**config.mk**
```make
export PLATFORM = sky130hd
export DESIGN_NAME = excl_monitor
export DESIGN_NICKNAME = d
export VERILOG_FILES = /design/src/rtl/exmon_pkg.sv /design/src/rtl/exmon_gran_cmp.sv /design/src/rtl/exmon_addr_gen.sv /design/src/rtl/exmon_resv.sv /design/src/rtl/excl_monitor.sv
export SDC_FILE = /design/constraint.sdc
export NUM_CORES = 1
export LEC_CHECK = 0
export ABC_CLOCK_PERIOD_IN_PS = 2700
export CAP_MARGIN = 20
export CORE_MARGIN = 10
export CORE_UTILIZATION = 42
export CTS_CLUSTER_DIAMETER = 60
export CTS_CLUSTER_SIZE = 40
export DETAILED_ROUTE_END_ITERATION = 8
export DONT_BUFFER_PORTS = 1
export GPL_TIMING_DRIVEN = 0
export PLACE_DENSITY = 0.58
export SKIP_LAST_GASP = 1
export SLEW_MARGIN = 20
export SYNTH_ARGS = -nofsm -noshare
export SYNTH_HDL_FRONTEND = slang
export SYNTH_SLANG_ARGS = --single-unit
```
**constraint.sdc**
```tcl
create_clock -name clk_i -period 2.7 [get_ports clk_i]
set_input_delay 0.54 -clock clk_i [delete_from_list [all_inputs] [get_ports clk_i]]
set_output_delay 0.54 -clock clk_i [all_outputs]
set_load 0.1 [all_outputs]
```
**src/rtl/exmon_pkg.sv**
```systemverilog
package exmon_pkg;
   localparam logic [1:0] OP_LDEX  = 2'd0;
   localparam logic [1:0] OP_STEX  = 2'd1;
   localparam logic [1:0] OP_STORE = 2'd2;
   localparam logic [1:0] OP_CLEAR = 2'd3;

   localparam logic [1:0] SZ_BYTE = 2'd0;
   localparam logic [1:0] SZ_HALF = 2'd1;
   localparam logic [1:0] SZ_WORD = 2'd2;
   localparam logic [1:0] SZ_BAD  = 2'd3;
endpackage

```
**src/rtl/exmon_gran_cmp.sv**
```systemverilog
module exmon_gran_cmp #(
   parameter int AW        = 32,
   parameter int GRAN_LOG2 = 2
) (
   input  logic [AW-1:0] a_i,
   input  logic [AW-1:0] b_i,
   output logic          eq_o
);
   generate
      if (GRAN_LOG2 < 0 || GRAN_LOG2 >= AW) begin : g_bad_gran
         $error("exmon_gran_cmp: GRAN_LOG2 out of range");
      end
   endgenerate

   logic [AW-1:0] diff;
   assign diff = (a_i ^ b_i) >> GRAN_LOG2;
   assign eq_o = (diff == '0);
endmodule

```
**src/rtl/exmon_addr_gen.sv**
```systemverilog
module exmon_addr_gen
   import exmon_pkg::*;
#(
   parameter int AW         = 32,
   parameter int OW         = 11,
   parameter int OFF_MAX    = 1020,
   parameter int ALIGN_LOG2 = 2
) (
   input  logic [AW-1:0] base_i,
   input  logic [OW-1:0] offset_i,
   input  logic [1:0]    size_i,
   output logic [AW-1:0] eff_o,
   output logic          legal_o
);
   generate
      if (OW >= AW) begin : g_bad_ow
         $error("exmon_addr_gen: OW must be narrower than AW");
      end
      if (OFF_MAX >= (1 << OW)) begin : g_bad_max
         $error("exmon_addr_gen: OFF_MAX not representable in OW bits");
      end
   endgenerate

   localparam logic [OW-1:0] OFF_LIMIT = OW'(OFF_MAX);

   logic aligned;
   generate
      if (ALIGN_LOG2 == 0) begin : g_no_align
         assign aligned = 1'b1;
      end else begin : g_align
         assign aligned = (offset_i[ALIGN_LOG2-1:0] == '0);
      end
   endgenerate

   logic is_word, in_range;
   assign is_word  = (size_i == SZ_WORD);
   assign in_range = (offset_i <= OFF_LIMIT);

   always_comb begin
      if (is_word) eff_o = base_i + {{(AW-OW){1'b0}}, offset_i};
      else         eff_o = base_i;
   end

   assign legal_o = (size_i != SZ_BAD) && (!is_word || (aligned && in_range));
endmodule

```
**src/rtl/exmon_resv.sv**
```systemverilog
module exmon_resv #(
   parameter int AW        = 32,
   parameter int GRAN_LOG2 = 2
) (
   input  logic          clk_i,
   input  logic          rst_ni,
   input  logic          set_i,
   input  logic [AW-1:0] set_addr_i,
   input  logic [1:0]    set_size_i,
   input  logic          drop_i,
   input  logic          snoop_valid_i,
   input  logic [AW-1:0] snoop_addr_i,
   output logic          valid_o,
   output logic [AW-1:0] addr_o,
   output logic [1:0]    size_o,
   output logic          snoop_hit_o
);
   logic          valid_q;
   logic [AW-1:0] addr_q;
   logic [1:0]    size_q;
   logic          same_gran;

   exmon_gran_cmp #(.AW(AW), .GRAN_LOG2(GRAN_LOG2)) u_snoop_cmp (
      .a_i (snoop_addr_i),
      .b_i (addr_q),
      .eq_o(same_gran)
   );

   assign snoop_hit_o = valid_q && snoop_valid_i && same_gran;

   always_ff @(posedge clk_i or negedge rst_ni) begin
      if (!rst_ni) begin
         valid_q <= 1'b0;
         addr_q  <= '0;
         size_q  <= '0;
      end else if (set_i) begin
         valid_q <= 1'b1;
         addr_q  <= set_addr_i;
         size_q  <= set_size_i;
      end else if (drop_i || snoop_hit_o) begin
         valid_q <= 1'b0;
      end
   end

   assign valid_o = valid_q;
   assign addr_o  = addr_q;
   assign size_o  = size_q;

   a_r7_drop_empties: assert property (@(posedge clk_i) disable iff (!rst_ni)
      (drop_i && !set_i) |=> !valid_o);
   a_r5_snoop_cancels: assert property (@(posedge clk_i) disable iff (!rst_ni)
      (snoop_hit_o && !set_i) |=> !valid_o);
   a_r9_reset_open: assert property (@(posedge clk_i)
      !rst_ni |=> !valid_o);
endmodule

```
**src/rtl/excl_monitor.sv**
```systemverilog
module excl_monitor
   import exmon_pkg::*;
#(
   parameter int AW         = 32,
   parameter int OW         = 11,
   parameter int OFF_MAX    = 1020,
   parameter int ALIGN_LOG2 = 2,
   parameter int GRAN_LOG2  = 2
) (
   input  logic          clk_i,
   input  logic          rst_ni,
   input  logic          req_valid_i,
   input  logic [1:0]    req_op_i,
   input  logic [AW-1:0] req_base_i,
   input  logic [OW-1:0] req_offset_i,
   input  logic [1:0]    req_size_i,
   input  logic          snoop_valid_i,
   input  logic [AW-1:0] snoop_addr_i,
   output logic          st_done_o,
   output logic          st_fail_o,
   output logic          mem_we_o,
   output logic [AW-1:0] mem_addr_o,
   output logic [1:0]    mem_size_o,
   output logic          illegal_o
);
   logic [AW-1:0] eff;
   logic          legal;

   exmon_addr_gen #(.AW(AW), .OW(OW), .OFF_MAX(OFF_MAX), .ALIGN_LOG2(ALIGN_LOG2)) u_addr (
      .base_i  (req_base_i),
      .offset_i(req_offset_i),
      .size_i  (req_size_i),
      .eff_o   (eff),
      .legal_o (legal)
   );

   logic is_ldex, is_stex, is_store, is_clear;
   assign is_ldex  = req_valid_i && (req_op_i == OP_LDEX);
   assign is_stex  = req_valid_i && (req_op_i == OP_STEX);
   assign is_store = req_valid_i && (req_op_i == OP_STORE);
   assign is_clear = req_valid_i && (req_op_i == OP_CLEAR);

   logic          resv_valid, snoop_hit_old;
   logic [AW-1:0] resv_addr;
   logic [1:0]    resv_size;
   logic          snoop_on_new, store_on_resv;
   logic          set_resv, drop_resv, stex_pass;

   exmon_gran_cmp #(.AW(AW), .GRAN_LOG2(GRAN_LOG2)) u_new_cmp (
      .a_i (snoop_addr_i),
      .b_i (eff),
      .eq_o(snoop_on_new)
   );

   exmon_gran_cmp #(.AW(AW), .GRAN_LOG2(GRAN_LOG2)) u_store_cmp (
      .a_i (eff),
      .b_i (resv_addr),
      .eq_o(store_on_resv)
   );

   assign set_resv  = is_ldex && legal && !(snoop_valid_i && snoop_on_new);
   assign drop_resv = is_stex || is_clear || (is_ldex && !set_resv)
                    || (is_store && legal && store_on_resv);

   exmon_resv #(.AW(AW), .GRAN_LOG2(GRAN_LOG2)) u_resv (
      .clk_i        (clk_i),
      .rst_ni       (rst_ni),
      .set_i        (set_resv),
      .set_addr_i   (eff),
      .set_size_i   (req_size_i),
      .drop_i       (drop_resv),
      .snoop_valid_i(snoop_valid_i),
      .snoop_addr_i (snoop_addr_i),
      .valid_o      (resv_valid),
      .addr_o       (resv_addr),
      .size_o       (resv_size),
      .snoop_hit_o  (snoop_hit_old)
   );

   assign stex_pass = is_stex && legal && resv_valid && !snoop_hit_old
                    && (resv_addr == eff) && (resv_size == req_size_i);

   always_ff @(posedge clk_i or negedge rst_ni) begin
      if (!rst_ni) begin
         st_done_o  <= 1'b0;
         st_fail_o  <= 1'b0;
         mem_we_o   <= 1'b0;
         mem_addr_o <= '0;
         mem_size_o <= '0;
         illegal_o  <= 1'b0;
      end else begin
         st_done_o  <= is_stex;
         st_fail_o  <= is_stex && !stex_pass;
         mem_we_o   <= stex_pass || (is_store && legal);
         mem_addr_o <= eff;
         mem_size_o <= req_size_i;
         illegal_o  <= req_valid_i && !is_clear && !legal;
      end
   end

   a_r4_fail_blocks_write: assert property (@(posedge clk_i) disable iff (!rst_ni)
      (st_done_o && st_fail_o) |-> !mem_we_o);
   a_r4_no_resv_fails: assert property (@(posedge clk_i) disable iff (!rst_ni)
      (is_stex && !resv_valid) |=> (st_done_o && st_fail_o));
   a_r10_illegal_no_write: assert property (@(posedge clk_i) disable iff (!rst_ni)
      illegal_o |-> !mem_we_o);
   a_r11_fail_needs_done: assert property (@(posedge clk_i) disable iff (!rst_ni)
      st_fail_o |-> st_done_o);
endmodule

```
==> flow_summary.ini <==
[outcome]
status = finished with violations
violations = setup timing

[timing]
max_slew_margin_pct = 40.4
fin_ws_ps = -1130
final.period_utilization_pct = 142
report.final.slew_viol_count = 0
hold_slack_ps = 61.5
finalHoldViolCount = 0
rsz0062_at_grt = yes
fmax_mhz = 261
worst-slew-pin-transition_ps = 895
clock_skew_ps = 10.7
setup-violations-final = 37
post-route-min-period_ps = 3830

[worst_setup_path]
cp-end-kind = register
required_ps = 2940
cp_max_fo = 5
path_delay_family = compound AO/OA/AOI/OAI gates
crit_type = input port to register
cp-start-kind = input port
slowest_stage = a222oi_1
worstSetupPathDepth = 15
max_stage_delay_ps = 430
crit_chain = ha_4 -> a21o_1 -> a222oi_1 -> buf_2 -> buf_6 -> nor3_2 -> a2111oi_4 -> o2111a_1 -> nand4_1 -> nor3_2 -> nand4_1 -> o211ai_4 -> buf_12 -> clkbuf_16 -> mux2_4
worst-path-buf-inv = 4
r2r_cells = 11
arrival_ps = 4070

[clocking]
cts_buffer_depth = 2
root_buffer = clkbuf_16
clock-sinks = 73
cts_buffers = 9
clk_pin_slew_ps = 70
htree_levels = 3
tritoncts = yes
clk_latency_ps = 360

[die]
die_h_um = 142
start_util_pct = 42.8
core.rowCount = 44
dieWidth_um = 142
io_pins = 121
die_area_sq_mm = 0.0200
coreArea_sq_mm = 0.0145

[finish]
stdcell_area_sq_mm = 0.00838
fin_nets = 881
syn_to_final_growth_pct = 35.1
n_antenna_cell = 0
fin_cells = 975
drive_gt1_share_pct = 31.7

[routing]
wl_met2_mm = 12.2
dr.first_iter.drc_count = 865
dr.pass1.iters = 6
highest_layer = met4
vias_per_cell = 6.37
met3_length_mm = 2.38
drc = 0
wl_met1_mm = 11.6
vias = 6212
wirelength_mm = 27.0
ant_nets = 0
wl_per_cell_um = 27.7

[place]
hpwl_mm = 19.8
place_area_sq_mm = 0.00669
portBuffers = 0
placed_cells = 892
place.gp.congestion = 0.991

[yosys]
synth_top_area_share_pct = 29.4
synthesis.nets = 801
ys_seq_elements = 73
yosysMostFrequentCell = dfrtp_1
synth_ff_type = dfrtp_1
yosysWarnings = 0
synth_edf_count = 0
synth_xor_area_share_pct = 18.7
async_flop_share_pct = 100
synth_top_area_cell = dfrtp_1
synth_fa_ha_area_share_pct = 2.54
synthDistinctLibCells = 69
avgSynthCellArea_sq_um = 8.79
yosysSeqAreaShare_pct = 29.4
synth_area_sq_mm = 0.00620
synth_area_leaders = dfrtp_1 29%, xor2_1 9.6%, xnor2_1 8.3%, mux2_1 5.3%, nand2_1 3.7%
muxShareOfSynthArea_pct = 7.32
synth_compound_area_share_pct = 14.1
synthSimpleGateAreaFrac_pct = 23.8
synthCells = 706
synth_commonest_cells = 73 x dfrtp_1, 68 x xor2_1, 61 x nand2_1, 59 x xnor2_1, 38 x clkbuf_1
synth_top_family_by_area = simple AND/OR/NAND/NOR gates

[power]
total_power_uw = 4800
powerDensity_mw_per_mm2 = 573
switching_power_uw = 1980
intPower_uw = 2820
peakVddDrop_mv = 0.366
leakage_uw = 0.00345
p_seq_share_pct = 35.7
p_sw_share_pct = 41.2
power_frac_clock_pct = 27.3
p_comb_share_pct = 37.0

[min_path]
hp-class = input port to async pin

[global_routing]
grt_max_degree = 74
grt_util_all_layers_pct = 26.0
grt_pass1_wl_mm = 39.4
grt.overflow.total = 0
antenna_found_initial = 0
first_global_vias = 6143

[flow_run]
cap_violations = 0
## metal layers
metal | up-vias | global-route usage, %
li1 | 2748 | -
met1 | 3111 | 34.9
met2 | 308 | 39.1
met3 | 45 | 7.14
met4 | 0 | 9.09
met5 | - | 0
## flip-flops by register name, summed over array words and instances (netlist names), 2 cells and up
register       count
u_resv.size_o      2
u_resv.addr_o     32
mem_addr_o        32
mem_size_o         2
## cells in the final DEF, fill, tap and decap left out, types with 6 or more instances in the layout
cell,Yosys,routed
o21ai_0,29,23
nand2b_1,15,15
and3_1,7,6
clkbuf_16,0,11
xnor2_1,59,48
buf_4,0,59
clkbuf_1,38,15
nand4_1,32,32
nor2_1,24,23
nand3_1,21,19
o22ai_1,6,6
mux2_4,0,34
xor2_2,0,8
xor2_1,68,60
o211ai_1,7,7
nor3_1,25,17
ha_4,0,9
buf_6,3,11
xnor2_2,0,9
dfrtp_1,73,73
a21o_1,7,7
nor3_2,0,6
o2111ai_1,7,6
or4_1,10,7
nor4_1,18,12
clkbuf_2,0,9
a21oi_1,19,17
nand2_1,61,58
inv_1,14,14
## path summary, 6_finish.rpt
kind                                              start                           end  slack, ps
hold reg to reg            u_resv.addr_o[0]$_DFFE_PN0P_  u_resv.addr_o[0]$_DFFE_PN0P_        530
setup reg to reg           u_resv.addr_o[5]$_DFFE_PN0P_           st_fail_o$_DFF_PN0_       -480
setup / recovery                          req_base_i[9]  u_resv.addr_o[7]$_DFFE_PN0P_      -1130
max in group asynchronous                        rst_ni       mem_addr_o[8]$_DFF_PN0_       2310
min in group clk_i                        req_size_i[1]       mem_size_o[1]$_DFF_PN0_        210
hold / removal                                   rst_ni       mem_size_o[1]$_DFF_PN0_         60
## timing repair
| action | 4_1_cts | 5_1_grt |
|---|---|---|
| setup endpoints to repair | 47 | 37 |
| pin swaps | 45 | 42 |
| gates cloned | 2 | 1 |
| setup buffers | 50 | 19 |
| hold endpoints to repair | 73 | 0 |
| gates resized for setup | 121 | 54 |
| hold buffers | 1 | 0 |
## stage by stage
step / TNS (ps) / worst slack, ps / util, %
after floorplan: -39480 / -1120 / -
after global placement: -107260 / -2700 / 46.2
after detailed placement: -91340 / -2330 / 46.2
after CTS: -35620 / -1030 / 55.5
after global routing: -42950 / -1220 / 57.9
final: -39700 / -1130 / 57.9
## power groups by stage
| stage | combinational [uW] | sequential (uW) | clock (uW) |
|---|---|---|---|
| 2_1_floorplan | 994 | 1680 | 0 |
| 3_3_place_gp | 1370 | 1720 | 0 |
| 3_5_place_dp | 1380 | 1730 | 0 |
| 4_1_cts | 1660 | 1710 | 1330 |
| 5_1_grt | 1890 | 1740 | 1360 |
| 6_report | 1780 | 1720 | 1310 |
## area by class of cell
type	instances	area (sq um)
Buffer	42	284
Clock buffer	10	239
Clock inverter	6	73.8
Fill cell	1279	6100
Inverter	14	52.6
Multi-Input combinational cell	572	5000
Sequential cell	73	1830
Tap cell	184	230
Timing Repair Buffer	74	673
## kinds of logic (layout without fill, tap and decap cells)
group,Yosys count,after routing
AO/OA/AOI/OAI,126,126
XOR/XNOR,129,129
adder cells (fa/ha/maj),12,12
buffers and inverters,61,146
flip-flops,73,73
multiplexers,41,41
AND/OR/NAND/NOR,264,264
## worst reg2reg max path, cell delays in order, from the launching register on
cell and delay (ps):
dfrtp_1 330, clkbuf_1 330, xor2_1 180, o22ai_1 90, o21ai_0 450, o21ai_0 240
nor4_2 420, nand2_1 160, nor4b_4 330, nand4_1 200, nor4_4 250, nor3_1 80
Power figures use the tool's default switching activity.
